===== src/rtl/erw_pkg.sv =====
package erw_pkg;
   typedef enum logic {
      ST_IDLE = 1'b0,
      ST_WALK = 1'b1
   } erw_state_e;
endpackage


===== src/rtl/erw_region_lookup.sv =====
module erw_region_lookup #(
   parameter int W1          = 33,
   parameter int P_BLK_BYTES = 16384,
   parameter int P_BLK_CNT   = 8,
   parameter int M_BLK_BYTES = 131072
) (
   input  logic [W1-1:0] addr,
   output logic [W1-1:0] blk_size
);
   localparam longint   P_END_L = longint'(P_BLK_BYTES) * P_BLK_CNT;
   localparam logic [W1-1:0] P_END = W1'(P_END_L);

   initial begin
      a_pow2_small : assert ((P_BLK_BYTES & (P_BLK_BYTES - 1)) == 0)
         else $error("small block size must be a power of two");
      a_pow2_large : assert ((M_BLK_BYTES & (M_BLK_BYTES - 1)) == 0)
         else $error("large block size must be a power of two");
      a_order      : assert (M_BLK_BYTES >= P_BLK_BYTES)
         else $error("large blocks must not be smaller than small blocks");
   end

   // last region whose base does not exceed the address
   always_comb begin
      if (addr < P_END) blk_size = W1'(P_BLK_BYTES);
      else              blk_size = W1'(M_BLK_BYTES);
   end
endmodule


===== src/rtl/erw_req_check.sv =====
module erw_req_check #(
   parameter int ADDR_W      = 32,
   parameter int P_BLK_BYTES = 16384,
   parameter int P_BLK_CNT   = 8,
   parameter int M_BLK_BYTES = 131072,
   parameter int M_BLK_CNT   = 31
) (
   input  logic [ADDR_W-1:0] addr,
   input  logic [ADDR_W-1:0] len,
   output logic              empty,
   output logic              reject,
   output logic [ADDR_W:0]   end_addr
);
   localparam int     W1      = ADDR_W + 1;
   localparam longint TOTAL_L = longint'(P_BLK_BYTES) * P_BLK_CNT
                              + longint'(M_BLK_BYTES) * M_BLK_CNT;
   localparam logic [W1-1:0] TOTAL = W1'(TOTAL_L);

   initial begin
      a_fits : assert (TOTAL_L <= (longint'(1) << ADDR_W))
         else $error("device does not fit in the address width");
   end

   logic [W1-1:0] point [2];
   logic [W1-1:0] size  [2];
   logic [1:0]    misaligned;

   assign end_addr = {1'b0, addr} + {1'b0, len};
   assign point[0] = {1'b0, addr};
   assign point[1] = end_addr;

   for (genvar gi = 0; gi < 2; gi++) begin : g_probe
      erw_region_lookup #(
         .W1(W1), .P_BLK_BYTES(P_BLK_BYTES),
         .P_BLK_CNT(P_BLK_CNT), .M_BLK_BYTES(M_BLK_BYTES)
      ) u_lookup (
         .addr    (point[gi]),
         .blk_size(size[gi])
      );
      assign misaligned[gi] = (point[gi] & (size[gi] - W1'(1))) != '0;
   end

   assign empty  = (len == '0);
   assign reject = !empty && ((end_addr > TOTAL) || (misaligned != 2'b00));
endmodule


===== src/rtl/erase_range_walker.sv =====
module erase_range_walker
   import erw_pkg::*;
#(
   parameter int ADDR_W      = 32,
   parameter int P_BLK_BYTES = 16384,
   parameter int P_BLK_CNT   = 8,
   parameter int M_BLK_BYTES = 131072,
   parameter int M_BLK_CNT   = 31
) (
   input  logic              clk,
   input  logic              rst_n,
   input  logic              req_start,
   input  logic [ADDR_W-1:0] req_addr,
   input  logic [ADDR_W-1:0] req_len,
   output logic              busy,
   output logic              er_valid,
   output logic [ADDR_W-1:0] er_addr,
   input  logic              er_done,
   input  logic              er_fail,
   output logic              rsp_done,
   output logic              rsp_invalid,
   output logic              rsp_failed
);
   localparam int     W1      = ADDR_W + 1;
   localparam longint TOTAL_L = longint'(P_BLK_BYTES) * P_BLK_CNT
                              + longint'(M_BLK_BYTES) * M_BLK_CNT;
   localparam logic [W1-1:0] TOTAL = W1'(TOTAL_L);

   erw_state_e    state;
   logic [W1-1:0] cur;
   logic [W1-1:0] end_q;
   logic [W1-1:0] step;
   logic [W1-1:0] nxt;
   logic          chk_empty;
   logic          chk_reject;
   logic [W1-1:0] chk_end;

   erw_req_check #(
      .ADDR_W(ADDR_W), .P_BLK_BYTES(P_BLK_BYTES), .P_BLK_CNT(P_BLK_CNT),
      .M_BLK_BYTES(M_BLK_BYTES), .M_BLK_CNT(M_BLK_CNT)
   ) u_check (
      .addr    (req_addr),
      .len     (req_len),
      .empty   (chk_empty),
      .reject  (chk_reject),
      .end_addr(chk_end)
   );

   erw_region_lookup #(
      .W1(W1), .P_BLK_BYTES(P_BLK_BYTES),
      .P_BLK_CNT(P_BLK_CNT), .M_BLK_BYTES(M_BLK_BYTES)
   ) u_step (
      .addr    (cur),
      .blk_size(step)
   );

   assign nxt      = cur + step;
   assign busy     = (state == ST_WALK);
   assign er_valid = (state == ST_WALK);
   assign er_addr  = cur[ADDR_W-1:0];

   always_ff @(posedge clk or negedge rst_n) begin
      if (!rst_n) begin
         state       <= ST_IDLE;
         cur         <= '0;
         end_q       <= '0;
         rsp_done    <= 1'b0;
         rsp_invalid <= 1'b0;
         rsp_failed  <= 1'b0;
      end else begin
         rsp_done    <= 1'b0;
         rsp_invalid <= 1'b0;
         rsp_failed  <= 1'b0;
         unique case (state)
            ST_IDLE: begin
               if (req_start) begin
                  if (chk_empty)       rsp_done    <= 1'b1;
                  else if (chk_reject) rsp_invalid <= 1'b1;
                  else begin
                     state <= ST_WALK;
                     cur   <= {1'b0, req_addr};
                     end_q <= chk_end;
                  end
               end
            end
            ST_WALK: begin
               if (er_fail) begin
                  rsp_failed <= 1'b1;
                  state      <= ST_IDLE;
               end else if (er_done) begin
                  if (nxt == end_q) begin
                     rsp_done <= 1'b1;
                     state    <= ST_IDLE;
                  end else begin
                     cur <= nxt;
                  end
               end
            end
            default: state <= ST_IDLE;
         endcase
      end
   end

   // outcome pulses never overlap
   p_one_outcome_r11 : assert property (@(posedge clk) disable iff (!rst_n)
      $onehot0({rsp_done, rsp_invalid, rsp_failed}));

   // request held until the engine answers
   p_hold_request_r6 : assert property (@(posedge clk) disable iff (!rst_n)
      er_valid && !er_done && !er_fail |=> er_valid && $stable(er_addr));

   // failure ends the walk at once
   p_fail_stops_r8 : assert property (@(posedge clk) disable iff (!rst_n)
      er_valid && er_fail |=> rsp_failed && !er_valid);

   // after a successful block the address only moves upward
   p_advance_r7 : assert property (@(posedge clk) disable iff (!rst_n)
      er_valid && er_done && !er_fail |=> rsp_done || (er_addr > $past(er_addr)));

   // no address beyond the device
   p_in_device_r1 : assert property (@(posedge clk) disable iff (!rst_n)
      er_valid |-> ({1'b0, er_addr} < TOTAL));

   // an idle strobe yields either a walk or an immediate outcome
   p_strobe_outcome_r10 : assert property (@(posedge clk) disable iff (!rst_n)
      !busy && req_start |=> busy ^ (rsp_done || rsp_invalid));
endmodule


===== config.mk =====
export PLATFORM = sky130hd
export DESIGN_NAME = erase_range_walker
export DESIGN_NICKNAME = d
export VERILOG_FILES = /design/src/rtl/erw_pkg.sv /design/src/rtl/erw_region_lookup.sv /design/src/rtl/erw_req_check.sv /design/src/rtl/erase_range_walker.sv
export SDC_FILE = /design/constraint.sdc
export NUM_CORES = 1
export LEC_CHECK = 0
export ABC_AREA = 1
export CORE_ASPECT_RATIO = 1.1
export CORE_MARGIN = 2
export CORE_UTILIZATION = 30
export CTS_BUF_LIST = sky130_fd_sc_hd__clkbuf_4 sky130_fd_sc_hd__clkbuf_8
export CTS_CLUSTER_DIAMETER = 120
export DETAILED_ROUTE_END_ITERATION = 7
export SYNTH_ARGS = -nofsm -noshare
export SYNTH_HDL_FRONTEND = slang
export SYNTH_SLANG_ARGS = --single-unit

===== constraint.sdc =====
create_clock -name clk -period 8.4 [get_ports clk]
set_clock_uncertainty 0.15 [all_clocks]
set_input_delay 1.26 -clock clk [delete_from_list [all_inputs] [get_ports clk]]
set_output_delay 1.26 -clock clk [all_outputs]
set_load 0.005 [all_outputs]

==> key figures, run 1 <==
Worst setup path
  • Critical path capture point type: register
  • Crit path max fanout: 21
  • CP arrival: 5.20 ns
  • Crit path from: req_len[0]
  • Crit path kind: input pin to register
  • Critical Path RT: 8.50 ns
  • Startpoint Class: input pin
  • R2r startpoint: cur[27]

Detailed routing
  • DRT iter0 DRCs: 410
  • Via count: 7074
  • Via/cell ratio: 4.700
  • DRT Pass-1 Iters: 5
  • Post-detailed-route count of antenna-violating nets: 0
  • Routed wire length: 21.29 mm
  • DR WL/cell: 14.14 um
  • DRC: 0

Cells and area
  • Most frequent cells in the layout: nand2_1, inv_1, nor2_1
  • Synthesis-to-layout area growth: 18.13%
  • Multi-input logic area: 4179 um2
  • Share of cells above drive strength 1: 7.386%
  • Commonest non-fill, non-tap cell in the layout: nand2_1
  • Register Area: 1752 um2
  • Diode count: 0
  • Final #Nets: 1305
  • Fill count: 2537

Place
  • Global placement routability congestion: 0.9528
  • Port Buf Inserts: 105
  • HPWL after DPL: 17.62 mm

Timing
  • RSZ-0062 raised after global routing: no
  • Worst slew pin tran: 1.085 ns
  • Setup TNS: 0 ns
  • Relative slew slack: 27.40%
  • Final Cycle Share: 60.64%
  • Number of hold violations in the final report: 0
  • Setup violators final: 0
  • FMAX: 196.3 MHz
  • Slew Viols, Final: 0
  • Crit path time final: 5.094 ns

Floorplanning
  • Die W: 148.8 um
  • Initial Utilization: 30.35%
  • I/O pin count: 106
  • Row cnt: 58
  • Vert. Die Dim: 163.3 um
  • Die ar.: 24290 um2
  • Core area: 22790 um2

Power
  • P_int: 546.1 uW
  • Pwr Total: 852.3 uW
  • Power per Cell Area: 104.3 nW/um2
  • Net Sw Frac: 35.93%
  • Sequential share of power: 39.5%
  • Worst vdd ir: 0.05362 mV
  • NetSw: 306.2 uW
  • Leakage: 4.399 nW
  • Part of the power in the clock network: 30.7%
  • Combinational power share: 29.7%

Run status
  • Status: completed

Synth
  • Avg Inst Size Synth: 6.099 um2
  • Synthesized area: 6917 um2
  • Post-synth ARST share: 100.0%
  • Post-synth EDFFs: 0
  • Yosys cell types: 38
  • Mapped Cells: 1134
  • Top FF cell, synth: dfrtp_1
  • Ys Warns: 0
  • Seq/Total Area, Yosys: 25.33%
  • #FFs+latches synth: 70
  • Mapped Nets: 1239

GRT
  • GRT met1 Usage: 22.96%
  • Met3 Use GR: 2.123%
  • GRT busiest layer: met2
  • Routing usage on met2: 30.51%
  • GRT Residual Overflow: 0
  • Initial antenna violation count: 0
  • Largest net degree at the start of global routing: 71
  • All-Layer GR Usage: 17.97%
  • Vias in the first global route: 6795
  • First-pass GRT wire length: 34.48 mm

Worst hold path
  • Worst hold path type: register to register
  • Hold Startpoint: end_q[29]

Flow run
  • Max cap viols: 0

Clock network
  • Reg clk slew, reported paths: 0.08 ns
  • CTS tree: done
  • Post-CTS setup buffers: 0
  • CTS Sinks: 70
  • Clock root buffer: clkbuf_8
  • Worst skew pair latency: 0.37 ns
  • TritonCTS Buffers: 9
  • Post-cts hold buffer count: 0
  • Clock tree buffer depth: 2
  • Resized cells post-CTS: 0
  • H-tree depth: 3
[final cells by class]
cell class                 count  share of cell area, %
sequential                    70                  21.44
clock inverter                 7                 0.7657
multi-input combinational    847                  51.15
inverter                     166                  7.642
clock buffer                   9                  1.516
timing repair buffer         106                  12.89
tap                          300                  4.594
[power by group through the flow]
stage	clock (mW)	sequential (mW)	combinational (mW)
2_1_floorplan	0	0.344	0.151
3_3_place_gp	0	0.344	0.251
3_5_place_dp	0	0.344	0.251
4_1_cts	0.272	0.337	0.252
5_1_grt	0.284	0.337	0.283
6_report	0.262	0.337	0.253
[state kept, by name, indices dropped and copies added (netlist names)]
name         count
cur             33
busy             1
rsp_invalid      1
rsp_failed       1
rsp_done         1
end_q           33
[per-stage QoR]
step,util [%],hold WS [ns],std cells,setup WS [ns],instance area (um2)
floorplan,-,0.2994,1134,4.672,6917
global placement,35.04,0.3132,1489,3.027,7984
detailed placement,35.04,0.3211,1489,3.018,7984
CTS,35.86,0.3417,1505,3.401,8170
global route,35.86,0.3748,1505,2.962,8170
finish,35.86,0.3386,1505,3.306,8170
[synthesized netlist by cell type, drive strengths merged (8+ instances only)]
library cell,number,area (um2)
nor4,12,75.07
nor2,115,444.2
dfrtp,70,1752
ha,35,437.9
nand2,439,1720
nand3b,23,172.7
o21ai,22,110.1
nand4,16,100.1
xnor2,17,148.9
a21oi,31,158.9
inv,163,611.8
nor3,8,45.04
nand3,95,485.5
xor2,9,78.83
buf,45,337.8
[cell families after synthesis]
kind of cell    after synthesis  synth area share [%]
fa+ha+maj                    36                 6.621
compound gates               69                 5.553
simple gates                715                 44.63
buf+inv                     217                 14.25
flops                        70                 25.33
xor+xnor                     27                 3.618
[path summary, 6_finish.rpt]
kind                            depth (start not counted)  slack [ns]         to
max in group asynchronous                               2        6.56  end_q[17]
worst min register to register                          2        0.34  end_q[29]
worst min-delay path                                    2        0.34  end_q[29]
worst max register to register                         18        4.12    cur[14]
worst max-delay path                                   21        3.31    cur[14]
min in group asynchronous                               2        0.93    cur[28]
[critical path, cell delays in order]
cell and delay, ns:
clkdlybuf4s50_1 0.44, ha_1 0.25, fa_1 0.48, nand3_1 0.15, nand2_1 0.13, nand2_2 0.10
nand2_2 0.07, nand2_1 0.13, nand2_1 0.14, nand2_1 0.15, nand2_1 0.07, nand2_1 0.06
nand2_1 0.04, nor2_1 0.11, nand3_1 0.11, nor2_1 0.13, nand2_1 0.11, nand2_1 0.61
nand2_2 0.44, nand2_1 0.16, nand2_1 0.06
[layer usage]
| metal | vias up | share of wire (%) |
|---|---|---|
| met1 | 3174 | 45 |
| met2 | 203 | 47 |
| met4 | 0 | 3.8 |
| met3 | 43 | 4.3 |
| met5 | - | 0 |
| li1 | 3654 | - |
Note: power is estimated with default switching activity, not from simulation.
==> run 2: changes to the inputs <==
clock period = 4.9 ns   (was 8.4 ns; I/O delays follow)
==> run 2 against run 1 <==
Compared with the run above: count of clock-buffer cells in the layout unchanged; die area unchanged; first-iteration DRC count decreased by 22%; wire length decreased by 1.1%; largest cell class unchanged; critical path depth unchanged; highest routed layer unchanged; utilization increased by 0.12 points; non-clock buffer count increased by 2; global-route usage decreased by 0.46 points.
==> key figures, run 2 (synthesized netlist as in run 1, its figures left out) <==
Cells and area
  • Synthesis-to-layout area growth: 18.51%
  • Layout Utilization: 35.97% (+0.12 points)
  • Most frequent cells in the layout: nand2_1, inv_1, nor2_1
  • Final #Nets: 1307 (+0.15%)
  • Share of cells above drive strength 1: 7.539% (+0.15 points)
  • Commonest non-fill, non-tap cell in the layout: nand2_1
  • Diode count: 0 (unchanged)
  • Regs by FF count: cur: 33 flops, end_q: 33 flops
  • Fill count: 2542 (+0.20%)

Floorplanning
  • Row cnt: 58 (unchanged)
  • Die W: 148.8 um (unchanged)
  • Die ar.: 24290 um2 (unchanged)
  • I/O pin count: 106 (unchanged)
  • Core area: 22790 um2 (unchanged)
  • Initial Utilization: 30.35% (unchanged)
  • Vert. Die Dim: 163.3 um (unchanged)

Clock network
  • Reg clk slew, reported paths: 0.09 ns (about the same)
  • Worst skew pair latency: 0.36 ns (about the same)
  • CTS Sinks: 70 (unchanged)
  • CTS tree: done
  • Clock root buffer: clkbuf_8
  • Post-cts hold buffer count: 0 (unchanged)
  • Post-CTS setup buffers: 0 (unchanged)
  • TritonCTS Buffers: 9 (unchanged)
  • Resized cells post-CTS: 0 (unchanged)
  • H-tree depth: 3 (unchanged)
  • Clock tree buffer depth: 2 (unchanged)

GRT
  • All-Layer GR Usage: 17.51% (-0.46 points)
  • Largest net degree at the start of global routing: 43 (-39%)
  • Initial antenna violation count: 0 (unchanged)
  • GRT Residual Overflow: 0 (unchanged)
  • Vias in the first global route: 6612 (-2.7%)
  • First-pass GRT wire length: 33.79 mm (-2.0%)

Flow run
  • Max cap viols: 0 (unchanged)

Detailed routing
  • DRT iter0 DRCs: 318 (-22%)
  • Via count: 7045 (-0.41%)
  • DRC: 0 (unchanged)
  • DRT Pass-1 Iters: 7 (+2)
  • Routed wire length: 21.05 mm (-1.1%)
  • DR WL/cell: 13.97 um (-1.3%)
  • Via/cell ratio: 4.675 (-0.54%)
  • Post-detailed-route count of antenna-violating nets: 0 (unchanged)

Place
  • HPWL after DPL: 17.63 mm (about the same)
  • Port Buf Inserts: 105 (unchanged)
  • Global placement routability congestion: 0.9018 (-5.4%)

Power
  • Leakage: 4.410 nW (+0.27%)
  • Power per Cell Area: 177.3 nW/um2 (+70%)
  • Worst vdd ir: 0.09284 mV (+73%)

Timing
  • Worst slew pin tran: 0.8083 ns (-0.2769 ns)
  • Crit path time final: 4.114 ns
  • Final Cycle Share: 83.96%
  • Slew Viols, Final: 0 (unchanged)
  • Relative slew slack: 45.62% (+18 points)
  • Number of hold violations in the final report: 0 (unchanged)
  • Setup TNS: 0 ns (unchanged)
  • Setup violators final: 0 (unchanged)
  • RSZ-0062 raised after global routing: no
  • FMAX: 243.1 MHz

Worst hold path
  • Worst hold path type: input pin to async pin

Worst setup path
  • Crit-path slowest cell: dfrtp_1
  • CP max stage delay: 0.49 ns (-0.12 ns)
  • Crit path kind: register to register
  • Critical-path cell list: nor2_1 > inv_1 > nor4_1 > ha_1 > ha_1 > nand3_1 > nand2_1 > nand2_1 > o21bai_1 > nand2_1 > nand2_1 > nand2_1 > nor2_1 > nand3_1 > nor2_1 > nand4_1 > nand2_1 > inv_2 > nand2_2 > nand2_1 > nand2_1
  • Cell family with most CP delay: simple AND/OR/NAND/NOR gates
  • Worst path most repeated cell: nand2_1
  • Critical Path RT: 5.04 ns (-3.46 ns)
  • WP buf/inv: 2 (+1)
  • R2r startpoint: cur[20]
  • CP arrival: 4.26 ns (-0.94 ns)
  • FF-to-FF End: cur[14]
  • Cells on worst reg2reg path: 21 (+3)
  • Reg2Reg Setup Slack: 0.79 ns (-3.33 ns)
  • Critical path capture point type: register
  • Crit path max fanout: 20 (-4.8%)
  • Startpoint Class: register

Run status
  • Status: completed
-- run 2: layer usage --
| layer | share of wire [%] | vias up | wire length [um] | GRT usage, % |
|---|---|---|---|---|
| li1 | - | 3659 | - | - |
| met1 | 44 | 3169 | 9300 | 22.17 |
| met2 | 48 | 193 | 10180 | 31.23 |
| met3 | 5.4 | 24 | 1145 | 1.955 |
| met4 | 2.0 | 0 | 425 | 5.325 |
| met5 | 0 | - | 0 | 0 |
-- run 2: worst max path at each step --
| stage | start | endpoint | depth (start not counted) |
|---|---|---|---|
| 2_1_floorplan | cur[18] | cur[27] | 23 |
| 3_3_place_gp | req_len[0] | end_q[14] | 22 |
| 3_5_place_dp | req_len[0] | end_q[15] | 22 |
| 4_1_cts | cur[20] | cur[32] | 21 |
| 5_1_grt | cur[20] | cur[32] | 21 |
| 6_report | cur[20] | cur[14] | 21 |
-- run 2: final cells by class --
class / count / area (um2) / share of cell area (%)
clock buffers: 9 / 123.9 / 1.511
clock inverters: 7 / 61.31 / 0.7480
inverters: 166 / 624.3 / 7.617
multi-input cells: 847 / 4179 / 50.98
flip-flops and latches: 70 / 1752 / 21.37
well taps: 300 / 375.4 / 4.579
repair buffers: 108 / 1081 / 13.19
-- run 2: per-stage QoR --
| stage | cells | power [mW] | area, um2 | setup slack, ns | hold slack [ns] |
|---|---|---|---|---|---|
| floorplan | 1134 | 0.8488 | 6917 | 1.674 | 0.2894 |
| global placement | 1491 | 1.019 | 8011 | 0.6298 | 0.3146 |
| detailed placement | 1491 | 1.019 | 8011 | 0.5979 | 0.3196 |
| CTS | 1507 | 1.470 | 8197 | 0.8168 | 0.2627 |
| global route | 1507 | 1.546 | 8197 | 0.2382 | 0.3022 |
| finish | 1507 | 1.453 | 8197 | 0.7861 | 0.2421 |
-- run 2: power by group --
part           switching (mW)  internal (mW)  total (mW)
clock network           0.252          0.193       0.445
registers           0.0000968          0.577       0.578
logic                   0.267          0.164       0.431
-- run 2: worst register-to-register path, cell delays in order, from the launching register on --
cell	delay, ns
dfrtp_1	0.49
nor2_1	0.14
inv_1	0.05
nor4_1	0.43
ha_1	0.32
ha_1	0.23
nand3_1	0.11
nand2_1	0.23
nand2_1	0.15
o21bai_1	0.21
nand2_1	0.10
nand2_1	0.07
nand2_1	0.05
nor2_1	0.10
nand3_1	0.13
nor2_1	0.20
nand4_1	0.10
nand2_1	0.11
inv_2	0.16
nand2_2	0.36
nand2_1	0.10
nand2_1	0.07
